File: src/rtl/rdpwm_pkg.sv
package rdpwm_pkg;

  // Feedback masks for maximal-length sequences, bit k set for tap k+1.
  function automatic logic [15:0] tap_mask(int unsigned w);
    case (w)
      4:       return 16'h000C;
      5:       return 16'h0014;
      6:       return 16'h0030;
      7:       return 16'h0060;
      8:       return 16'h00B8;
      9:       return 16'h0110;
      10:      return 16'h0240;
      11:      return 16'h0500;
      12:      return 16'h0829;
      13:      return 16'h100D;
      14:      return 16'h2015;
      15:      return 16'h6000;
      16:      return 16'hD008;
      default: return 16'h0000;
    endcase
  endfunction

  // Raw (active-high) pulse level: count below compare value.
  function automatic logic pulse_level(logic [15:0] count, logic [15:0] cmp);
    return count < cmp;
  endfunction

endpackage

File: src/rtl/rdpwm_timebase.sv
module rdpwm_timebase #(
  parameter int unsigned CW = 8
) (
  input  logic          clk,
  input  logic          rst,
  input  logic          en,
  output logic [CW-1:0] cnt,
  output logic          wrap_evt,
  output logic          at_zero
);
  localparam logic [CW-1:0] TOP = '1;

  logic [CW-1:0] cnt_q;

  always_ff @(posedge clk) begin
    if (rst)     cnt_q <= '0;
    else if (en) cnt_q <= cnt_q + 1'b1;
  end

  assign cnt      = cnt_q;
  assign wrap_evt = en && (cnt_q == TOP);
  assign at_zero  = en && (cnt_q == '0);
endmodule

File: src/rtl/rdpwm_lfsr.sv
module rdpwm_lfsr #(
  parameter int unsigned    W    = 8,
  parameter logic [W-1:0]   SEED = 1
) (
  input  logic         clk,
  input  logic         rst,
  input  logic         adv,
  output logic [W-1:0] state
);
  localparam logic [W-1:0] TAPS = W'(rdpwm_pkg::tap_mask(W));

  logic [W-1:0] state_q;

  function automatic logic [W-1:0] step(logic [W-1:0] s);
    return {s[W-2:0], ^(s & TAPS)};
  endfunction

  always_ff @(posedge clk) begin
    if (rst)      state_q <= SEED;
    else if (adv) state_q <= step(state_q);
  end

  assign state = state_q;
endmodule

File: src/rtl/rdpwm_duty.sv
module rdpwm_duty #(
  parameter int unsigned CW = 8
) (
  input  logic          clk,
  input  logic          rst,
  input  logic          load,
  input  logic [CW-1:0] next_duty,
  input  logic [CW-1:0] cnt,
  input  logic          en,
  input  logic          pol,
  output logic [CW-1:0] duty,
  output logic          pwm
);
  logic [CW-1:0] duty_q;
  logic          raw;

  always_ff @(posedge clk) begin
    if (rst)       duty_q <= '0;
    else if (load) duty_q <= next_duty;
  end

  assign raw  = rdpwm_pkg::pulse_level(16'(cnt), 16'(duty_q));
  assign pwm  = en ? (raw ^ pol) : pol;
  assign duty = duty_q;
endmodule

File: src/rtl/rdpwm_top.sv
module rdpwm_top #(
  parameter int unsigned CNT_W = 8,
  parameter int unsigned SEED  = 165
) (
  input  logic             clk,
  input  logic             rst,
  input  logic             en,
  input  logic             pol,
  output logic             pwm_o,
  output logic             wrap_o,
  output logic [CNT_W-1:0] duty_o
);
  localparam logic [CNT_W-1:0] SEED_T = CNT_W'(SEED);
  localparam logic [CNT_W-1:0] SEED_NZ = (SEED_T == '0) ? CNT_W'(1) : SEED_T;

  logic [CNT_W-1:0] cnt_q;
  logic [CNT_W-1:0] lfsr_q;
  logic [CNT_W-1:0] duty_q;
  logic             wrap_evt;
  logic             at_zero;

  rdpwm_timebase #(.CW(CNT_W)) tb_i (
    .clk(clk), .rst(rst), .en(en),
    .cnt(cnt_q), .wrap_evt(wrap_evt), .at_zero(at_zero)
  );

  rdpwm_lfsr #(.W(CNT_W), .SEED(SEED_NZ)) rng_i (
    .clk(clk), .rst(rst), .adv(wrap_evt), .state(lfsr_q)
  );

  rdpwm_duty #(.CW(CNT_W)) cmp_i (
    .clk(clk), .rst(rst), .load(wrap_evt), .next_duty(lfsr_q),
    .cnt(cnt_q), .en(en), .pol(pol), .duty(duty_q), .pwm(pwm_o)
  );

  assign wrap_o = at_zero;
  assign duty_o = duty_q;
endmodule

File: config.mk
export PLATFORM = sky130hd
export DESIGN_NAME = rdpwm_top
export DESIGN_NICKNAME = d
export VERILOG_FILES = /design/src/rtl/rdpwm_pkg.sv /design/src/rtl/rdpwm_timebase.sv /design/src/rtl/rdpwm_lfsr.sv /design/src/rtl/rdpwm_duty.sv /design/src/rtl/rdpwm_top.sv
export SDC_FILE = /design/constraint.sdc
export NUM_CORES = 1
export LEC_CHECK = 0
export BUFFER_PORTS_ARGS = -buffer_cell sky130_fd_sc_hd__buf_4
export CAP_MARGIN = 25
export CORE_MARGIN = 4
export CORE_UTILIZATION = 40
export DETAILED_ROUTE_END_ITERATION = 6
export PLACE_DENSITY = 0.63
export SYNTH_ARGS = -nofsm -noshare
export SYNTH_HDL_FRONTEND = slang
export SYNTH_SLANG_ARGS = --single-unit
File: constraint.sdc
create_clock -name clk -period 1.6 [get_ports clk]
set_clock_uncertainty 0.1 [all_clocks]
set_input_delay 0.16 -clock clk [delete_from_list [all_inputs] [get_ports clk]]
set_output_delay 0.16 -clock clk [all_outputs]
set_load 0.02 [all_outputs]
# ---- Word level (Yosys, flattened, before mapping)
# Cells that the tools add are included.
# Widths: inputs -> output; s select.
dict set report word_totals {
  regBits 24
  input_bits 4
}
dict set report op_classes {
  add_sub_neg 1
  order_cmp 1
  eq_ne 1
  muxes 1
  bitwise_logic 1
  n_reduce_logical 4
}
# operator count
set op_table {}
lappend op_table {{$add 8x1->8 const B} 1}
lappend op_table {{$eq 8x8->1 const B} 1}
lappend op_table {{$logic_not 8->1} 1}
lappend op_table {{$lt 8x8->1} 1}
lappend op_table {{$reduce_xor 8->1} 1}
lappend op_table {{$logic_and 1x1->1} 2}
lappend op_table {{$mux 1} 1}
lappend op_table {{$xor 1x1->1} 1}

# ---- Longest topological paths before layout
# Gate-level depths: netlist of run 1.
dict set report depth {
  ltp_word 3
  depth_mapped 6
}

# ---- Modules after synthesis
# From an unflattened synthesis of run 1, not the netlist that was laid out.
dict set report hier_totals {
  hier_cells 125
  hier_area_um2 1169.9
}
# mod n_inst cells_each area_each_um2 seq_area_each_um2
set by_module_without_submodules {}
lappend by_module_without_submodules {rdpwm_duty 1 51 474.2 160.2}
lappend by_module_without_submodules {rdpwm_timebase 1 45 392.9 160.2}
lappend by_module_without_submodules {rdpwm_lfsr 1 29 302.8 160.2}

# ---- Worst setup path before layout of run 1
# No wires, ideal clock.
dict set report synth_path {
  path_kind {reg-to-output}
  start {register cmp_i.duty_q[6] (netlist: cmp_i.duty[6])}
  end {output pwm_o}
  arrival_ps 1730
  required_time_ps 1340
  slack_ps -390
  stages_incl_launch_ff 7
  cell_sequence {dfxtp_1 -> inv_1 -> ha_1 -> a21o_1 -> a221oi_1 -> o21ai_0 -> xnor2_1}
}
dict set report synth_between {
  elab_chain_cells 3
}
# element line
set synth_lines {}
lappend synth_lines {{start, declared} rdpwm_duty.sv:14} ;# logic [CW-1:0] duty_q;
lappend synth_lines {{start signal, assigned} rdpwm_duty.sv:19} ;# else if (load) duty_q <= next_duty;
lappend synth_lines {{$lt 8x8->1} rdpwm_pkg.sv:25} ;# return count < cmp;
lappend synth_lines {{$xor 1x1->1} rdpwm_duty.sv:23} ;# assign pwm = en ? (raw ^ pol) : pol;
lappend synth_lines {{$mux 1} rdpwm_duty.sv:23}
lappend synth_lines {{end, declared} rdpwm_top.sv:9} ;# output logic pwm_o,
# Every way passes these cells.

# ---- Worst setup path in the final report of run 1
dict set report layout_path {
  start {register tb_i.cnt_q[2] (netlist: tb_i.cnt[2])}
  end {output pwm_o}
}
dict set report layout_between {
  elab_chain_cells 3
}
# element line
set layout_lines {}
lappend layout_lines {{start, declared} rdpwm_timebase.sv:13} ;# logic [CW-1:0] cnt_q;
lappend layout_lines {{start signal, assigned} rdpwm_timebase.sv:17} ;# else if (en) cnt_q <= cnt_q + 1'b1;
lappend layout_lines {{$lt 8x8->1} rdpwm_pkg.sv:25}
lappend layout_lines {{$xor 1x1->1} rdpwm_duty.sv:23}
lappend layout_lines {{$mux 1} rdpwm_duty.sv:23}
# Every way passes these cells.

==> impl_results.md, run 1 <==
* PD cells at 531 nW/um^2
* Vias in the first global route at 942
* Layout Cell Area excl Fill at 1670 sq um
* Post-route ant nets at 0
* Worst hold path depth at 2
* RSZ-0062 raised after global routing: true
* CTS root buf: clkbuf_4
* Gate Count Post-Synth at 123
* Power, Total at 0.000887 W
* Register area at 422 sq um
* Largest cells by area after synthesis: dfxtp_1, ha_1, nand2_1
* LEAKAGE at 0.692 nW
* Max-slew violations at 0
* Top cells by count, synth: nand2_1, dfxtp_1, a21oi_1
* Detailed Place HPWL at 1.60 mm
* Yosys reg bits at 20
* Worst EP arrival at 1740 ps
* Drt first pass iters at 4
* CTS tree: done
* Die height at 59.3 um
* H-tree depth at 1
* Status: finished with violations
* Post-Syn Area at 1050 sq um
* HP Start: rst
* Crit path capture type: output pin
* FF-to-FF Start: tb_i.cnt[1]$_SDFFE_PP0P_
* Post-Synthesis Net Count at 136
* Max frequency at 0.499 GHz
* Antenna violations before repair at 0
* Maximum clock path buffer count at 2
* Failing checks: negative setup slack
* Worst hold slack at 93.8 ps
* N_diodes at 0
* Sequential area share after synthesis at 38.0%
* Die span in x at 59.3 um
* Fraction of registers with async set/reset at 0%
* Final nets at 173
* Most numerous cell in the Yosys netlist: nand2_1
* Hold endpoint: cmp_i.duty[6]$_SDFFE_PP0P_
* Global-route wire length before repair at 4.18 mm
* CTS Sinks at 20
* Clock latency on the worst-skew pair at 300 ps
* Worst endpoint required time at 1340 ps
* Fillers at 200
* Placer Congestion at 0.750
* Std cell rows at 18
* DRC at 0
* Overall routing resource usage at 15.8%
* Final worst path period need at 2000 ps
* Share of layout cells above drive strength 1 at 59.7%
* Maximum fanout along the worst path at 3
* Register-to-register setup slack at -110 ps
* Post-synth EDFFs at 0
* Largest net degree at the start of global routing at 21
* Measured slew at the worst slew-check pin at 290 ps
* Core area at 2500 sq um
* Vias per inst at 5.19
* Area of the multi-input gates at 823 sq um
* Maxcap violations at 0
* Cell taking the most area after synthesis: dfxtp_1
* HP Class: primary input to flop
* Reg clk slew, reported paths at 110 ps
* DR WL/cell at 14.1 um
* Critical path class: flop to output pin
* Area Growth Syn to Fin at 58.9%
* Syn Area/Cell at 8.55 sq um
* Synth top area share at 38.0%
* Final period utilization at 125%
* I/O Pins at 14
* IO Port Bufs at 13
* Die area at 3520 sq um
* Commonest register cell after synthesis: dfxtp_1
* Starting Density at 42.1%
* Final WL at 2.67 mm
* Startpoint type of the worst setup path: flop
* Synth warn at 0
* GRT overflow at 0
* Worst VDD drop at 0.501 mV
* Num CTS Buffers at 3
* Final Hold Fails at 0
* Final Setup Violations at 14
* Synth cell types at 31
* Hold Buf Count CTS at 0
* Area after DPL at 1350 sq um
* Critical R2R Capture: rng_i.state[0]$_SDFFE_PP1P_
* Initial DRC Count at 11
* Final setup margin at -405 ps
* Vias at 980
* Reg2reg path depth at 6
* Worst slew margin at 80.7%
## flip-flops by register name, summed over array words and instances (netlist names)
name and flops:
tb_i.cnt 8, cmp_i.duty 8, rng_i.state 4
## area by class of cell
class / instances / share of cell area (%)
clock buffers: 3 / 1.35
clock inverters: 1 / 0.225
inverters: 9 / 2.17
multi-input cells: 87 / 49.3
flip-flops and latches: 20 / 25.2
well taps: 30 / 2.25
repair buffers: 39 / 19.5
## worst max-delay path by stage
stage / start / to / depth (start not counted)
after floorplan: cmp_i.duty[5]$_SDFFE_PP0P_ / pwm_o / 6
after global placement: cmp_i.duty[5]$_SDFFE_PP0P_ / pwm_o / 7
after detailed placement: cmp_i.duty[5]$_SDFFE_PP0P_ / pwm_o / 7
after CTS: cmp_i.duty[7]$_SDFFE_PP0P_ / pwm_o / 7
after global routing: tb_i.cnt[2]$_SDFFE_PP0P_ / pwm_o / 6
final: tb_i.cnt[2]$_SDFFE_PP0P_ / pwm_o / 6
## routing by layer
layer | vias to the layer above | track usage, % | wire length, um
li1 | 488 | - | -
met2 | 21 | 25.1 | 1380
met5 | - | 0 | 0
met3 | 12 | 3.05 | 118
met4 | 0 | 8.74 | 95
met1 | 459 | 19.9 | 1080
## power by group
part / switching, W / internal (W)
clock: 0.000154 / 0.0000911
combinational: 0.0000596 / 0.0000765
sequential: 0.00000699 / 0.000499
total: 0.000221 / 0.000666
## per-stage QoR
stage / setup TNS (ps) / util (%) / worst slack [ps] / cells
CTS: -1220 / 61.6 / -409 / 189
floorplan: -99.1 / - / -99.1 / 123
global route: -2670 / 66.9 / -515 / 189
global placement: -307 / 53.9 / -119 / 179
finish: -1470 / 66.9 / -405 / 189
detailed placement: -389 / 53.9 / -170 / 179
## placed cells by master, fill, tap and decap left out, drive strengths merged
master and instances:
dfxtp 20, nand3 2, nand2 23, nand2b 2
o21a 1, and4b 1, or3 4, inv 9
o21ai 3, a21o 1, o211ai 1, ha 9
nor3 2, xnor2 6, xor2 3, mux2i 1
buf 39, nor4b 1, nor2 8, clkinv 1
a221oi 1, a2111oi 1, a21oi 13, and3 1
a211o 1, nand4 2, clkbuf 3
## repair_timing
action | 4_1_cts | 5_1_grt
cloned | 1 | 0
setup buffers | 5 | 0
setup endpoints to repair | 7 | 15
pin swaps | 21 | 29
gates resized for setup | 24 | 33
## worst max-delay path, cell delays in order (launching register included)
cell and delay [ps]:
dfxtp_1 420, ha_4 220, o21a_1 190, o211ai_1 210, o21ai_2 100, xnor2_2 150, buf_4 150
## cell families (layout without fill, tap and decap cells)
logic type | after synthesis | after routing | share of synthesized area [%]
and+or+nand+nor | 45 | 46 | 20.9
buffers and inverters | 17 | 52 | 8.56
DFF | 20 | 20 | 38.0
muxes | 1 | 1 | 0.951
AOI/OAI and AO/OA | 22 | 22 | 13.3
adders and majority gates | 9 | 9 | 10.7
xor gates and xnor gates | 9 | 9 | 7.49
Note: power is estimated with default switching activity, not from simulation.
==> inputs of run 2 (changes only) <==
ABC_AREA = 1   (was unset)
==> run 2 against run 1 <==
  * The flow still finishes with violations (negative setup slack)
  * Cell count increased by 14%
  * Critical path depth increased by 6
  * Global-route usage decreased by 0.79 points
==> impl_results.md, run 2 <==
* Worst hold slack at 71.8 ps (-22.0 ps)
* Reg clk slew, reported paths at 120 ps (about the same)
* Final worst path period need at 1960 ps (-48.2 ps)
* Die height at 60.6 um (+2.1%)
* Post-synth EDFFs at 0 (unchanged)
* Pint at 0.000701 W (+5.2%)
* Gate Count Post-Synth at 156 (+27%)
* Fin cells at 216 (+14%)
* Most numerous cell in the Yosys netlist: nand2_1
* Synth cell types at 23 (-26%)
* Maximum clock path buffer count at 2 (unchanged)
* Maxcap violations at 0 (unchanged)
* Top cells by count, synth: nand2_1, inv_1, dfxtp_1
* Power, Total at 0.000944 W (+6.4%)
* GR Util met3 at 2.13% (-0.92 points)
* Die area at 3670 sq um (+4.3%)
* Critical path class: flop to output pin
* CTS Sinks at 20 (unchanged)
* Core area at 2540 sq um (+1.8%)
* Switching share of power at 25.8% (+0.88 points)
* Max frequency at 0.511 GHz (+2.5%)
* Worst endpoint required time at 1340 ps (about the same)
* Clock power frac at 33.1% (+5.4 points)
* CTS tree: done
* N_diodes at 0 (unchanged)
* Max-slew violations at 0 (unchanged)
* Final setup margin at -357 ps (+48.2 ps)
* Failing checks: negative setup slack
* Std cell rows at 18 (unchanged)
* Area Growth Syn to Fin at 38.2%
* Share of layout cells above drive strength 1 at 36.0% (-24 points)
* Num CTS Buffers at 3 (unchanged)
* GRT overflow at 0 (unchanged)
* DRC at 0 (unchanged)
* Measured slew at the worst slew-check pin at 465 ps (+175 ps)
* Worst VDD drop at 0.562 mV (+12%)
* Post-Syn Area at 1100 sq um (+5.0%)
* Seq pwr share at 53.6% (-3.4 points)
* CTS root buf: clkbuf_4
* Dpl cells at 206 (+15%)
* Crit path capture type: output pin
* Starting Density at 43.4% (+1.3 points)
* Sequential area share after synthesis at 36.2% (-1.8 points)
* Yosys reg bits at 20 (unchanged)
* Combinational power share at 13.3% (-2.0 points)
* Syn Area/Cell at 7.08 sq um (-17%)
* Vias per inst at 4.92 (-5.1%)
* Drt first pass iters at 4 (unchanged)
* IO Port Bufs at 13 (unchanged)
* Worst slew margin at 69.0% (-12 points)
* Antenna violations before repair at 0 (unchanged)
* Commonest register cell after synthesis: dfxtp_1
* LEAKAGE at 0.695 nW (+0.40%)
* Global-route wire length before repair at 4.06 mm (-2.8%)
* I/O Pins at 14 (unchanged)
* Final Hold Fails at 0 (unchanged)
* Overall routing resource usage at 15.0% (-0.79 points)
* Post-route ant nets at 0 (unchanged)
* Fraction of registers with async set/reset at 0% (unchanged)
* Post-Synthesis Net Count at 169 (+24%)
* PD cells at 619 nW/um^2 (+17%)
* Vias in the first global route at 932 (-1.1%)
* GR Layer Usage met1 at 18.2% (-1.7 points)
* Initial DRC Count at 33 (+22)
* Synth warn at 0 (unchanged)
* Largest cells by area after synthesis: dfxtp_1, nand2_1, ha_1
* H-tree depth at 1 (unchanged)
* Placer Congestion at 0.790 (+5.3%)
* Startpoint type of the worst setup path: flop
* HP Class: primary input to flop
* RSZ-0062 raised after global routing: true
* Net switching power at 0.000244 W (+10%)
* Final nets at 200 (+16%)
* Vias at 1063 (+8.5%)
* DR WL/cell at 11.7 um (-17%)
* Final Setup Violations at 2 (-12)
* Final WL at 2.52 mm (-5.6%)
* Largest net degree at the start of global routing at 15 (-29%)
* Gr busiest metal: met2
* Status: finished with violations
* Final period utilization at 122% (-3.0 points)
* Met2 layer usage reported by global route at 25.9% (+0.81 points)
* Most frequent cells in the layout: nand2_1, buf_4, inv_1, nor2_1, dfxtp_1
* Synth top area share at 36.2% (-1.8 points)
* Commonest non-fill, non-tap cell in the layout: nand2_1
* Maximum fanout along the worst path at 3 (unchanged)
* Detailed Place HPWL at 1.72 mm (+7.7%)
* Die span in x at 60.6 um (+2.1%)
* Worst EP arrival at 1700 ps (-40 ps)
* Clock latency on the worst-skew pair at 310 ps (about the same)
* Cell taking the most area after synthesis: dfxtp_1
## run 2: timing repair
item | 4_1_cts | 5_1_grt
hold buffers | 1 | 0
buffers inserted | 3 | 1
pin swaps | 4 | 11
gates cloned | 0 | 1
gates resized for setup | 16 | 21
endpoints found under the hold margin | 6 | 0
setup endpoints to repair | 2 | 15
## run 2: final cells by class
cell class	count	area, sq um
Timing Repair Buffer	32	288
Fill cell	253	1020
Sequential cell	20	413
Clock buffer	4	36.3
Inverter	25	109
Tap cell	30	37.5
Multi-Input combinational cell	105	643
## run 2: kinds of logic after synthesis
logic type | synth area share (%)
xor gates and xnor gates | 1.59
buffers and inverters | 12.8
and+or+nand+nor | 29.4
DFF | 36.2
AOI/OAI and AO/OA | 9.74
adders and majority gates | 10.2
## run 2: final timing paths
| check | start | end | slack [ps] | cells after the start |
|---|---|---|---|---|
| max | cmp_i.duty[7]$_SDFFE_PP0P_ | pwm_o | -360 | 12 |
| min | en | tb_i.cnt[0]$_SDFFE_PP0P_ | 70 | 4 |
| min reg2reg | rng_i.state[2]$_SDFFE_PP1P_ | rng_i.state[2]$_SDFFE_PP1P_ | 380 | 2 |
| max reg2reg | tb_i.cnt[0]$_SDFFE_PP0P_ | cmp_i.duty[6]$_SDFFE_PP0P_ | 100 | 9 |
## run 2: critical path, stage by stage (launching register included)
cell and delay (ps):
dfxtp_4 370, inv_2 40, ha_4 210, nand2_2 50
nand2_1 50, nor2_1 110, nand2_1 80, a21oi_2 130
nand2_1 60, nand2_1 60, nand2_1 60, inv_2 50
buf_6 100
## run 2: routing by layer
| metal | wire (um) | up-vias | part of all wire [%] |
|---|---|---|---|
| met2 | 1280 | 28 | 51 |
| met4 | 41 | 0 | 1.6 |
| met1 | 1070 | 481 | 42 |
| met3 | 131 | 4 | 5.2 |
| met5 | 0 | - | 0 |
| li1 | - | 550 | - |
## run 2: metrics by stage
| step | worst slack [ps] | utilization [%] | area (sq um) | setup TNS [ps] |
|---|---|---|---|---|
| floorplan | 18.6 | - | 1110 | 0 |
| global placement | -23.2 | 51.4 | 1310 | -23.2 |
| detailed placement | -110 | 51.4 | 1310 | -110 |
| CTS | -335 | 56.5 | 1440 | -441 |
| global route | -446 | 60.0 | 1530 | -631 |
| finish | -357 | 60.0 | 1530 | -411 |
## run 2: power by group through the flow
stage	Combinational, W	Clock (W)	Sequential, W
global placement	0.0000832	0	0.000515
floorplan	0.0000492	0	0.000516
CTS	0.000113	0.000312	0.000506
finish	0.000125	0.000313	0.000506
global route	0.000139	0.000330	0.000508
detailed placement	0.0000859	0	0.000516
